$ cat src/rtl/status_bank_pkg.sv
package status_bank_pkg;
   localparam int REG_DW = 7;

   function automatic logic [REG_DW:0] with_par(input logic [REG_DW-1:0] d);
      return {^d, d};
   endfunction
endpackage

$ cat src/rtl/status_live_snap.sv
module status_live_snap #(
   parameter int LIVE_W = 4,
   parameter int POS_W  = 9
) (
   input  logic              clk,
   input  logic              rst_n,
   input  logic              smp_en,
   input  logic [LIVE_W-1:0] live_in,
   input  logic [POS_W-1:0]  pos_in,
   output logic [LIVE_W-1:0] live_q,
   output logic [POS_W-1:0]  pos_q
);
   always_ff @(posedge clk or negedge rst_n) begin
      if (!rst_n) begin
         live_q <= '0;
         pos_q  <= '0;
      end else if (smp_en) begin
         live_q <= live_in;
         pos_q  <= pos_in;
      end
   end
endmodule

$ cat src/rtl/status_sticky_bank.sv
module status_sticky_bank #(
   parameter int FLAG_W = 7
) (
   input  logic              clk,
   input  logic              rst_n,
   input  logic              smp_en,
   input  logic              rd_hit,
   input  logic [FLAG_W-1:0] src,
   output logic [FLAG_W-1:0] flags_d,
   output logic [FLAG_W-1:0] flags_q,
   output logic              pend_q
);
   always_comb begin
      if (!smp_en)     flags_d = flags_q;
      else if (pend_q) flags_d = src;
      else             flags_d = flags_q | src;
   end

   always_ff @(posedge clk or negedge rst_n) begin
      if (!rst_n) begin
         flags_q <= '0;
         pend_q  <= 1'b0;
      end else begin
         flags_q <= flags_d;
         pend_q  <= rd_hit | (pend_q & ~smp_en);
      end
   end
endmodule

$ cat src/rtl/status_parity_bank.sv
module status_parity_bank
   import status_bank_pkg::*;
#(
   parameter int              ADDR_W = 5,
   parameter int              OVC_W  = 4,
   parameter int              POS_W  = 9,
   parameter logic [ADDR_W-1:0] A_LIVE = 5'h04,
   parameter logic [ADDR_W-1:0] A_LATX = 5'h05,
   parameter logic [ADDR_W-1:0] A_LATY = 5'h06,
   parameter logic [ADDR_W-1:0] A_POSH = 5'h07,
   parameter logic [ADDR_W-1:0] A_POSL = 5'h0A
) (
   input  logic              clk,
   input  logic              rst_n,
   input  logic              cs_n,
   input  logic              src_therm_warn,
   input  logic              src_pump_fail,
   input  logic              src_open_x,
   input  logic              src_open_y,
   input  logic              src_wdog_evt,
   input  logic [OVC_W-1:0]  src_ovc_x,
   input  logic [OVC_W-1:0]  src_ovc_y,
   input  logic              src_therm_shut,
   input  logic [POS_W-1:0]  src_pos,
   input  logic              rd_stb,
   input  logic [ADDR_W-1:0] rd_addr,
   input  logic              wden_wr,
   input  logic              wden_val,
   output logic [REG_DW:0]   rd_data,
   output logic              err
);
   localparam int N_LAT  = 2;
   localparam int LIVE_W = 4;
   localparam int POS_LO = POS_W - REG_DW;

   if (OVC_W < 1 || OVC_W > REG_DW - 1) begin : g_bad_ovc
      $error("OVC_W must lie in 1..6");
   end
   if (POS_W < REG_DW || POS_W > 2 * REG_DW) begin : g_bad_pos
      $error("POS_W must lie in 7..14");
   end
   if (A_LIVE == A_LATX || A_LATX == A_LATY || A_POSH == A_POSL ||
       A_LIVE == A_POSH || A_LATY == A_POSL) begin : g_bad_addr
      $error("status addresses must be distinct");
   end

   logic                       smp_en;
   logic [LIVE_W-1:0]          live_q;
   logic [POS_W-1:0]           pos_q;
   logic [N_LAT-1:0][REG_DW-1:0] lat_src;
   logic [N_LAT-1:0][REG_DW-1:0] lat_d;
   logic [N_LAT-1:0][REG_DW-1:0] lat_q;
   logic [N_LAT-1:0]           lat_pend;
   logic                       wd_d, wd_q, err_q;

   assign smp_en     = cs_n;
   assign lat_src[0] = REG_DW'(src_ovc_x) << (REG_DW - OVC_W);
   assign lat_src[1] = REG_DW'({src_ovc_y, src_therm_shut}) << (REG_DW - 1 - OVC_W);

   status_live_snap #(.LIVE_W(LIVE_W), .POS_W(POS_W)) u_snap (
      .clk     (clk),
      .rst_n   (rst_n),
      .smp_en  (smp_en),
      .live_in ({src_therm_warn, src_pump_fail, src_open_x, src_open_y}),
      .pos_in  (src_pos),
      .live_q  (live_q),
      .pos_q   (pos_q)
   );

   for (genvar gi = 0; gi < N_LAT; gi++) begin : g_lat
      localparam logic [ADDR_W-1:0] MY_ADDR = (gi == 0) ? A_LATX : A_LATY;
      status_sticky_bank #(.FLAG_W(REG_DW)) u_lat (
         .clk     (clk),
         .rst_n   (rst_n),
         .smp_en  (smp_en),
         .rd_hit  (rd_stb && (rd_addr == MY_ADDR)),
         .src     (lat_src[gi]),
         .flags_d (lat_d[gi]),
         .flags_q (lat_q[gi]),
         .pend_q  (lat_pend[gi])
      );
   end

   always_comb begin
      if (smp_en && src_wdog_evt)  wd_d = 1'b1;
      else if (wden_wr && !wden_val) wd_d = 1'b0;
      else                         wd_d = wd_q;
   end

   always_ff @(posedge clk or negedge rst_n) begin
      if (!rst_n) begin
         wd_q  <= 1'b0;
         err_q <= 1'b0;
      end else begin
         wd_q <= wd_d;
         if (smp_en) err_q <= (|lat_d) | wd_d;
      end
   end

   assign err = err_q;

   always_comb begin
      rd_data = '0;
      if (rd_addr == A_LIVE)
         rd_data = with_par({live_q[3:2], wd_q, live_q[1:0], 2'b00});
      else if (rd_addr == A_LATX)
         rd_data = with_par(lat_q[0]);
      else if (rd_addr == A_LATY)
         rd_data = with_par(lat_q[1]);
      else if (rd_addr == A_POSH)
         rd_data = with_par(pos_q[POS_W-1:POS_LO]);
      else if (rd_addr == A_POSL)
         rd_data = with_par(pos_q[REG_DW-1:0]);
   end
endmodule

$ cat config.mk
export PLATFORM = sky130hd
export DESIGN_NAME = status_parity_bank
export DESIGN_NICKNAME = d
export VERILOG_FILES = /design/src/rtl/status_bank_pkg.sv /design/src/rtl/status_live_snap.sv /design/src/rtl/status_sticky_bank.sv /design/src/rtl/status_parity_bank.sv
export SDC_FILE = /design/constraint.sdc
export NUM_CORES = 1
export LEC_CHECK = 0
export BUFFER_PORTS_ARGS = -buffer_cell sky130_fd_sc_hd__buf_2
export CAP_MARGIN = 40
export CORE_UTILIZATION = 48
export CTS_CLUSTER_SIZE = 20
export DETAILED_ROUTE_END_ITERATION = 8
export PLACE_DENSITY = 0.75
export SLEW_MARGIN = 15
export SYNTH_ARGS = -nofsm -noshare
export SYNTH_HDL_FRONTEND = slang
export SYNTH_SLANG_ARGS = --single-unit
$ cat constraint.sdc
create_clock -name clk -period 2.8 [get_ports clk]
set_input_delay 0.14 -clock clk [delete_from_list [all_inputs] [get_ports clk]]
set_output_delay 0.14 -clock clk [all_outputs]
set_load 0.03 [all_outputs]
# Word-level counts from Yosys, hierarchy flattened
# Index checks and enable logic that the tools add are counted.
classes:
  eq_ne: 5
  muxes: 11
  n_bitwise: 8
  reduce_logical: 11
ops:
  columns: ["cell", "n"]
  rows:
  - ["8-bit 2-to-1 mux", 5]
  - ["7-bit parity", 5]
  - ["7-bit 2-to-1 mux", 4]
  - ["5-bit by 3-bit equality test with 1-bit output (second input constant)", 4]
  - ["7-bit OR", 2]
  - ["14-bit OR reduction", 1]
  - ["5-bit by 4-bit equality test with 1-bit output (second input constant)", 1]
  - ["1-bit logical AND", 4]
  - ["1-bit OR", 3]
  - ["1-bit AND", 2]
  - ["1-bit 2-to-1 mux", 2]
  - ["1-bit logical NOT", 1]
  - ["1-bit inverter", 1]
totals:
  regBits: 31
  in_bits: 34
  elab_cells: 43

# Depth between registers and ports, before layout
logic_depth:
  depth_word: 6
  mapped_depth: 5
  ltp_nobuf: 4

# Hierarchy
# A second synthesis with hierarchy kept.
unflattened:
  hier_cells: 141
  hier_area_um2: 1796.7
by_module_without_submodules:
  columns: ["module", "n_inst", "cells_each", "area_per_inst_um2"]
  rows:
  - ["status_parity_bank", 1, 76, 685.7]
  - ["status_sticky_bank", 2, 19, 295.3]
  - ["status_live_snap", 1, 27, 520.5]

# Worst setup path before layout
# OpenSTA, ideal clock, no wires.
synth_path:
  kind: "flip-flop to output port"
  from: "register u_snap.pos_q[6]"
  to: "output rd_data[7]"
  t_arrival_ps: 1841
  required_time_ps: 2660
  slack_ps: 819
  stages_incl_launch_ff: 5
  cell_sequence: "dfrtp_1 -> xor3_2 -> xnor3_1 -> nand2b_4 -> a221oi_2"
synth_between:
  elab_chain_cells: 6
synth_rtl:
  columns: ["element", "line", "rtl"]
  rows:
  - ["start, declared", "status_live_snap.sv:11", "output logic [POS_W-1:0] pos_q"]
  - ["start signal, assigned", "status_live_snap.sv:19", "pos_q <= pos_in;"]
  - ["7-bit parity", "status_bank_pkg.sv:5", "return {^d, d};"]
  - ["8-bit 2-to-1 mux", "status_parity_bank.sv:112", "else if (rd_addr == A_POSL)"]
  - ["8-bit 2-to-1 mux (*)", "status_parity_bank.sv:110", "else if (rd_addr == A_POSH)"]
  - ["8-bit 2-to-1 mux (*)", "status_parity_bank.sv:108", "else if (rd_addr == A_LATY)"]
  - ["8-bit 2-to-1 mux (*)", "status_parity_bank.sv:106", "else if (rd_addr == A_LATX)"]
  - ["8-bit 2-to-1 mux (*)", "status_parity_bank.sv:104", "if (rd_addr == A_LIVE)"]
  - ["end, declared", "status_parity_bank.sv:29", "output logic [REG_DW:0] rd_data,"]
# Mark *: on every way between the ends. The rest lies on a longest branch, timed or not.

# Final worst setup path
# Ends and elaborated chain as after synthesis.

==> results.toml <==
[worst_setup_path]
max_stage_delay_ps = 480
endpoint_kind = "output port"
crit_path_max_fanout = 4
path_class = "reg -> out"
slowest_stage = "xor3_2"
cpLargestDelayFamily = "XOR/XNOR gates"
arrival_ps = 2120
crit_buf_inv = 1
crit_chain = "xor3_2, xnor3_1, nand2b_4, a221oi_2, buf_2"
cp-start-kind = "register"
crit_required_ps = 2660

[final_layout]
fill_cells = 294
drive_gt1_share_pct = 36.1
most-common-layout-cells = "42 x buf_2, 31 x dfrtp_1, 14 x mux2_2"
final_common_cell = "buf_2"
design_area_um2 = 2200
area_growth_pct = 20.6
antenna_cells = 0
nets = 235
fin_cells = 250

[placed_design]
dp_hpwl_um = 3180
dp.cells = 241
port_buffers = 42
place_congestion = 0.865
placed_area_um2 = 2070

[floorplan]
die_w_um = 63.6
die_height_um = 63.6
die_area_um2 = 4040
io_pins = 43
coreArea_um2 = 3660
rows = 22
initial_core_util_pct = 49.7

[global_routing]
antenna_found_initial = 0
grt_overflow = 0
grt_pass1_vias = 1507
grtUsageTotal_pct = 23.1
grt_max_degree = 35
grt_pass1_wl_um = 7020

[clock_tree]
htreeDepth = 2
cts.sink_count = 31
root_buffer = "clkbuf_8"
cts_tree = "done"
post-cts-setup-buffers = 0
cts.reportedPaths.clkPinSlew_ps = 70
cts_buffers = 5
clock_latency_ps = 290
clockBufferDepth = 2

[sta]
rsz0062_at_grt = "false"
hold_slack_ps = 82.6
fin_crit_sh_pct = 80.8
relSlewSlack_pct = 54.3
final_max_slew_viol_count = 0
setup_viol = 0
final.setup.tns_ps = 0
clock_skew_ps = 4.10
tightestPinTransition_ps = 686
fin_crit_ps = 2260
hold_violations = 0
fmax_ghz = 0.442

[pwr]
vdd.ir_drop.worst_v = 0.000312
clock_power_share_pct = 37.6
p_comb_share_pct = 20.6
p_int_uw = 916
p_total_uw = 1220
p_sw_uw = 306
power_leakage_uw = 0.00103
power.density_nw_per_um2 = 557
swShare_pct = 25.1
seqPwrFrac_pct = 41.8

[synth]
yosys.area.top_type_share_pct = 42.6
dominantRegCellSynth = "dfrtp_1"
ys_types = 37
muxShareOfSynthArea_pct = 8.66
synth_seq_area_share_pct = 42.6
synthAdderAreaFrac_pct = 0
syn_inst = 158
syn_area_um2 = 1820
synthSimpleGateAreaFrac_pct = 10.7
synth_top_family_by_area = "compound AO/OA/AOI/OAI gates"
avgSynthCellArea_um2 = 11.5
synth_seq_cells = 31
synth_area_leaders = "dfrtp_1 43%, mux2_2 8.7%, xnor3_1 7.4%, a21oi_1 3.6%, xnor2_1 3.4%"
synth_nets = 192
synth_xor_area_share_pct = 14.4
yosysTopAreaCell = "dfrtp_1"
synth_warnings = 0
synth_compound_area_share_pct = 21.0
async_reset_ff_share_pct = 100
synth_edf_count = 0

[routing]
ant_nets = 0
wl_met1_um = 1710
wl_um = 4170
vias = 1446
vias_per_cell = 5.78
dr.pass1.iters = 4
first_iter_violations = 139
wl_met2_um = 2080
drcViolationCount = 0
route.met3.wl_um = 325
highest_layer = "met4"
wl_per_cell_um = 16.7

[run_status]
status = "finished clean"

[run]
maxCapViolations = 0

[hold_path]
hold_class = "in -> reg"
==> worst paths after layout <==
check,start,depth (start not counted),slack (ps),end
max,u_snap.pos_q[6],5,540,rd_data[7]
min,src_pump_fail,2,80,u_snap.live_q[2]
max reg2reg,g_lat[1].u_lat.pend_q,4,1160,err
min reg2reg,err,2,530,err
max in group asynchronous,rst_n,2,1930,u_snap.live_q[1]
min in group asynchronous,rst_n,2,420,g_lat[1].u_lat.flags_q[5]
==> state kept, by name (all words and copies together), names as in the netlist <==
name and flops:
g_lat.u_lat.flags_q 14, g_lat.u_lat.pend_q 2, wd_q 1, err 1
u_snap.live_q 4, u_snap.pos_q 9
==> synth_stat cells (all sizes together), types with 5 or more instances <==
cell and count:
and2 7, clkbuf 6, nand2 8, xnor3 7
a2bb2oi 5, o2bb2ai 5, o21ai 9, dfrtp 31
inv 5, a21oi 13, a22o 6, xnor2 7
mux2 14
==> layer usage <==
layer  track usage (%)  up-vias
met5                 0        -
met4              8.81        0
met3              6.16        5
met2              36.4       60
met1              30.0      712
li1                  -      669
==> layout make-up <==
cell class                      count  area [um2]  share of cell area, %
Clock buffer                        6        82.6                   3.76
Sequential cell                    31         776                   35.3
Clock inverter                      2        35.0                   1.60
Timing Repair Buffer               44         228                   10.4
Multi-Input combinational cell    114         996                   45.4
Tap cell                           48        60.1                   2.74
Inverter                            5        18.8                  0.855
==> stage by stage <==
| step | utilization [%] | setup WS (ps) |
|---|---|---|
| 3_5_place_dp | 56.5 | 834 |
| 6_report | 60.0 | 537 |
| 3_3_place_gp | 56.5 | 876 |
| 5_1_grt | 60.0 | 438 |
| 2_1_floorplan | - | 819 |
| 4_1_cts | 60.0 | 518 |
==> what timing repair did <==
| action | CTS | global route |
|---|---|---|
| endpoints found under the hold margin | 31 | 0 |
| resized for setup | 0 | 0 |
| hold buffers | 1 | 0 |
==> kinds of logic after synthesis <==
kind of cell / Yosys count
AO/OA/AOI/OAI: 53
XOR/XNOR: 17
buffers and inverters: 13
flip-flops: 31
multiplexers: 14
AND/OR/NAND/NOR: 30
==> power by group through the flow <==
stage / Sequential [uW] / Combinational, uW / Clock (uW)
2_1_floorplan: 509 / 190 / 0
3_3_place_gp: 517 / 244 / 0
3_5_place_dp: 519 / 252 / 0
4_1_cts: 511 / 254 / 466
5_1_grt: 515 / 273 / 490
6_report: 511 / 252 / 459
Power figures use the tool's default switching activity.
